===== src/rtl/stk_pkg.sv =====
package stk_pkg;

  // Strobes from the control to the pointer and datapath. At most one is high in any cycle.
  typedef struct packed {
    logic push;
    logic pop;
  } stkStrobe_t;

endpackage


===== src/rtl/stk_ptr.sv =====
module stk_ptr
  import stk_pkg::*;
#(
  parameter int PTR_W = 6
) (
  input  logic             clk,
  input  logic             rst,
  input  stkStrobe_t       stb,
  output logic [PTR_W-1:0] ptr,
  output logic [PTR_W-1:0] ptrUp
);

  localparam logic [PTR_W-1:0] ONE = PTR_W'(1);

  assign ptrUp = ptr + ONE;

  always_ff @(posedge clk) begin
    if (rst) begin
      ptr <= '0;
    end else if (stb.push) begin
      ptr <= ptrUp;
    end else if (stb.pop) begin
      ptr <= ptr - ONE;
    end
  end

  // an accepted push moves the pointer to the slot just above the old top.
  p_ptr_step_r2: assert property (@(posedge clk) disable iff (rst)
    stb.push |=> (ptr == $past(ptrUp)));

  // with no strobe the pointer holds still.
  p_ptr_idle_r8: assert property (@(posedge clk) disable iff (rst)
    !(stb.push || stb.pop) |=> $stable(ptr));

endmodule


===== src/rtl/stk_ctrl.sv =====
module stk_ctrl
  import stk_pkg::*;
#(
  parameter int PTR_W = 6
) (
  input  logic             clk,
  input  logic             rst,
  input  logic             pushReq,
  input  logic             popReq,
  input  logic [PTR_W-1:0] ptr,
  output stkStrobe_t       stb,
  output logic             full,
  output logic             empty
);

  localparam logic [PTR_W-1:0] ONE = PTR_W'(1);

  logic [PTR_W-1:0] ptrNextUp;
  logic [PTR_W-1:0] ptrNextDn;

  assign ptrNextUp = ptr + ONE;
  assign ptrNextDn = ptr - ONE;

  // Refuse a push when full, a pop when empty, and any cycle that requests both.
  always_comb begin
    stb.push = pushReq && !popReq && !full;
    stb.pop  = popReq && !pushReq && !empty;
  end

  always_ff @(posedge clk) begin
    if (rst) begin
      full  <= 1'b0;
      empty <= 1'b1;
    end else if (stb.push) begin
      full  <= (ptrNextUp == '0);
      empty <= 1'b0;
    end else if (stb.pop) begin
      empty <= (ptrNextDn == '0);
      full  <= 1'b0;
    end
  end

  p_flags_excl_r10: assert property (@(posedge clk) disable iff (rst)
    !(full && empty));

  p_push_clears_empty_r4: assert property (@(posedge clk) disable iff (rst)
    (pushReq && !popReq && !full) |=> !empty);

  p_pop_clears_full_r4: assert property (@(posedge clk) disable iff (rst)
    (popReq && !pushReq && !empty) |=> !full);

  p_no_overflow_r6: assert property (@(posedge clk) disable iff (rst)
    (full && pushReq && !popReq) |=> full);

  p_empty_at_base_r5: assert property (@(posedge clk) disable iff (rst)
    empty |-> (ptr == '0));

  p_both_idle_r8: assert property (@(posedge clk) disable iff (rst)
    (pushReq && popReq) |=> ($stable(full) && $stable(empty)));

endmodule


===== src/rtl/stk_dpath.sv =====
module stk_dpath
  import stk_pkg::*;
#(
  parameter int DATA_W = 16,
  parameter int DEPTH  = 64,
  parameter int PTR_W  = 6
) (
  input  logic              clk,
  input  logic              rst,
  input  stkStrobe_t        stb,
  input  logic [PTR_W-1:0]  wrAddr,
  input  logic [PTR_W-1:0]  rdAddr,
  input  logic [DATA_W-1:0] dataIn,
  output logic [DATA_W-1:0] dataOut
);

  logic [DATA_W-1:0] slots [DEPTH];

  // The storage has no reset: a slot is only ever read after a push has written it.
  always_ff @(posedge clk) begin
    if (stb.push) begin
      slots[wrAddr] <= dataIn;
    end
  end

  always_ff @(posedge clk) begin
    if (rst) begin
      dataOut <= '0;
    end else if (stb.pop) begin
      dataOut <= slots[rdAddr];
    end
  end

  // the output register moves only at an accepted pop.
  p_dout_hold_r9: assert property (@(posedge clk) disable iff (rst)
    !stb.pop |=> $stable(dataOut));

  p_one_strobe_r8: assert property (@(posedge clk) disable iff (rst)
    !(stb.push && stb.pop));

endmodule


===== src/rtl/lifo_reg_stack.sv =====
module lifo_reg_stack
  import stk_pkg::*;
#(
  parameter int DATA_W = 16,
  parameter int DEPTH  = 64
) (
  input  logic              clk,
  input  logic              rst,
  input  logic              push,
  input  logic              pop,
  input  logic [DATA_W-1:0] dataIn,
  output logic [DATA_W-1:0] dataOut,
  output logic              full,
  output logic              empty
);

  // DEPTH must be a power of two so that the pointer wraps to zero exactly when the stack fills.
  localparam int PTR_W = $clog2(DEPTH);

  stkStrobe_t       stb;
  logic [PTR_W-1:0] ptr;
  logic [PTR_W-1:0] ptrUp;

  stk_ctrl #(.PTR_W(PTR_W)) u_ctrl (
    .clk     (clk),
    .rst     (rst),
    .pushReq (push),
    .popReq  (pop),
    .ptr     (ptr),
    .stb     (stb),
    .full    (full),
    .empty   (empty)
  );

  stk_ptr #(.PTR_W(PTR_W)) u_ptr (
    .clk   (clk),
    .rst   (rst),
    .stb   (stb),
    .ptr   (ptr),
    .ptrUp (ptrUp)
  );

  stk_dpath #(.DATA_W(DATA_W), .DEPTH(DEPTH), .PTR_W(PTR_W)) u_dpath (
    .clk     (clk),
    .rst     (rst),
    .stb     (stb),
    .wrAddr  (ptrUp),
    .rdAddr  (ptr),
    .dataIn  (dataIn),
    .dataOut (dataOut)
  );

endmodule


===== config.mk =====
export PLATFORM = sky130hd
export DESIGN_NAME = lifo_reg_stack
export DESIGN_NICKNAME = d
export VERILOG_FILES = /design/src/rtl/stk_pkg.sv /design/src/rtl/stk_ptr.sv /design/src/rtl/stk_ctrl.sv /design/src/rtl/stk_dpath.sv /design/src/rtl/lifo_reg_stack.sv
export SDC_FILE = /design/constraint.sdc
export NUM_CORES = 1
export LEC_CHECK = 0
export BUFFER_PORTS_ARGS = -buffer_cell sky130_fd_sc_hd__buf_2
export CAP_MARGIN = 20
export CORE_MARGIN = 2
export CORE_UTILIZATION = 52
export DETAILED_ROUTE_END_ITERATION = 10
export GPL_TIMING_DRIVEN = 0
export PLACE_DENSITY = 0.76
export SYNTH_ARGS = -nofsm -noshare
export SYNTH_HDL_FRONTEND = slang
export SYNTH_HIERARCHICAL = 1
export SYNTH_SLANG_ARGS = --single-unit

===== constraint.sdc =====
create_clock -name clk -period 6.5 [get_ports clk]
set_input_delay 1.625 -clock clk [delete_from_list [all_inputs] [get_ports clk]]
set_output_delay 1.625 -clock clk [all_outputs]
set_load 0.02 [all_outputs]

==> impl_metrics.tcl <==
set metrics [dict create \
    nets 2315 \
    grt_pass1_wl_um 147000 \
    clkPwrFrac 0.411 \
    drt_iter0_markers 3221 \
    holdPathEnd "u_ctrl/full" \
    stdcell_count 3416 \
    area_growth_syn_to_layout_pct 14.2 \
    routed_wl_um 103000 \
    cap_violations 0 \
    gp_congestion 0.935 \
    endpoint_kind "flip-flop" \
    ys.warnings.count 6 \
    syn_nets 2116 \
    final_cell_area_um2 46400 \
    synth_edf_count 1024 \
    power_density_nw_per_um2 301 \
    syn_avg_cell_area_um2 19.4 \
    synth.area.top_cells "edfxtp_1, mux4_2, mux2_2" \
    die_area_um2 80400 \
    place_area_um2 43000 \
    hold_path_depth 2 \
    intPower_w 0.0110 \
    synth_cell_types 47 \
    clock_latency_ns 0.67 \
    cts-root-buf "clkbuf_16" \
    grt_max_degree 65 \
    post_cts_resized 0 \
    r2r_slack_ns 2.65 \
    p_leak_nw 14.3 \
    synthArstFlopShare 0 \
    start_util 0.525 \
    cp.arrival_ns 4.46 \
    period_share 0.644 \
    antenna_found_initial 3 \
    grt_overflow 0 \
    comb_power_share 0.056 \
    fin_crit_ns 4.19 \
    power.switching_w 0.00297 \
    synthCells 2094 \
    wl_met2_um 48700 \
    wl_met1_um 39600 \
    post_drt_wl_per_cell_um 30.0 \
    hp-class "flip-flop to flip-flop" \
    timing.fmax_mhz 239 \
    cts_tree "done" \
    clkTransAtPathRegs_ns 0.06 \
    vias 22000 \
    ir_worst_vdd_mv 0.199 \
    worst_pin_slew_ns 1.13 \
    switching_share 0.212 \
    reg2reg_from "u_ptr/ptr[0]" \
    worstHoldStart "u_ctrl/full" \
    reg2reg_depth 5 \
    cts_buffers 100 \
    yosysSeqAreaShare 0.768 \
    drc 0 \
    die_y_um 284 \
    drtPass1Iterations 5 \
    dp_cells 3224 \
    top_layer "met4" \
    yosysTopAreaCell "edfxtp_1" \
    hpwl_um 67300 \
    outcome "complete, no violations" \
    die_w_um 284 \
    dr_wl_met3_um 10400 \
    syn_area_um2 40700 \
    synthFlopType "edfxtp_1" \
    htreeDepth 3 \
    maxSlewHeadroom 0.248 \
    ios 38 \
    core-area_um2 77500 \
    grt_pass1_vias 21500 \
    crit_required_ns 6.77 \
    antenna_left 0 \
    report.final.slew_viol_count 0 \
    setup_violations 0 \
    drive_gt1_frac 0.289 \
    grt.total_usage 0.253 \
    setup_tns_ns 0 \
    worst_clock_skew_ns 0.0247 \
    path_max_fanout 16 \
    viasPerCell 6.44 \
    cts_setup_buffers 0 \
    clk_path_buf_depth 3 \
    r2r_end "u_dpath/slots[47][11]" \
    final-hold-violation-count 0 \
    yosys_register_bits 1048 \
    io_buffers 37 \
    path_class "input port to flip-flop" \
    synth_top_area_share 0.756 \
    cts_hold_buf 0 \
    rsz0062_at_grt "no" \
    p_seq_frac 0.533 \
    startpoint_type "input port" \
    num_rows 102 \
    fillers 5274 \
    cts_sinks 1048 \
]
metrics by stage:
stage | total power (W) | hold slack, ns | utilization | setup WS (ns)
final | 0.0140 | 0.554 | 0.599 | 2.31
after global routing | 0.0143 | 0.577 | 0.599 | 2.23
after CTS | 0.0140 | 0.557 | 0.597 | 2.45
after detailed placement | 0.00835 | 0.547 | 0.556 | 1.76
after global placement | 0.00831 | 0.535 | 0.544 | 0.991
after floorplan | 0.00800 | 0.550 | - | 2.40
area by class of cell:
class	instances	area (um^2)	share of cell area
flip-flops and latches	1048	31200	0.673
multi-input cells	917	8950	0.193
clock buffers	130	2680	0.0577
well taps	1040	1300	0.0280
repair buffers	97	1090	0.0235
plain buffers	126	606	0.0130
clock inverters	54	544	0.0117
inverters	3	11.3	0.000243
diodes	1	2.50	0.0000539
synthesized netlist by cell type, types with 40 or more instances:
cell,n
buf_2,40
a211oi_1,64
nor2_1,75
nor2b_1,70
clkbuf_1,61
nor3_1,67
o22ai_1,64
o21ai_0,65
edfxtp_1,1024
mux4_2,128
mux2_2,192
registers in the layout, indices dropped and copies added (netlist names):
register	cells
u_dpath/slots	1024
u_dpath/dataOut	16
u_ptr/ptr	6
u_ctrl/empty	1
u_ctrl/full	1
cells in the final DEF (no fill, tap or decap), drive strengths merged, types with 36 or more instances in the layout:
| cell type | n |
|---|---|
| o21ai | 65 |
| nor2 | 75 |
| edfxtp | 1024 |
| o22ai | 64 |
| mux4 | 128 |
| clkbuf | 191 |
| nor3 | 67 |
| a211oi | 64 |
| mux2 | 193 |
| clkinv | 36 |
| buf | 162 |
| nor2b | 70 |
worst max-delay path: stages:
cell and delay [ns]:
buf_2 0.13, nor3b_2 0.74, nand4_1 0.84, nor2_2 1.09
per-layer routing:
layer	track usage	up-vias
met5	0	-
met4	0.0894	0
met3	0.0525	220
met2	0.398	1394
met1	0.354	11300
li1	-	9024
cell families (layout without fill, tap and decap cells):
| logic type | Yosys count | in the layout | synth area share |
|---|---|---|---|
| other cells | 0 | 1 | 0 |
| mux | 321 | 321 | 0.124 |
| xor+xnor | 8 | 8 | 0.00172 |
| fa+ha+maj | 2 | 2 | 0.000615 |
| simple gates | 274 | 274 | 0.0367 |
| compound gates | 312 | 312 | 0.0533 |
| buf+inv | 129 | 410 | 0.0152 |
| flops | 1048 | 1048 | 0.768 |
worst max-delay path by stage:
stage	from	to	slack (ns)	cells after the start
after global placement	push	u_dpath/slots[49][4]	0.99	5
final	push	u_dpath/slots[47][11]	2.31	4
after detailed placement	push	u_dpath/slots[47][8]	1.76	4
after floorplan	push	u_dpath/slots[48][0]	2.40	4
after CTS	push	u_dpath/slots[14][3]	2.45	5
after global routing	push	u_dpath/slots[47][7]	2.23	4
power groups by stage:
| stage | sequential, W | combinational, W | clock, W |
|---|---|---|---|
| detailed placement | 0.00760 | 0.000755 | 0 |
| finish | 0.00745 | 0.000780 | 0.00574 |
| global route | 0.00745 | 0.000813 | 0.00605 |
| CTS | 0.00745 | 0.000759 | 0.00580 |
| floorplan | 0.00759 | 0.000402 | 0 |
| global placement | 0.00760 | 0.000712 | 0 |
Power figures use the tool's default switching activity.
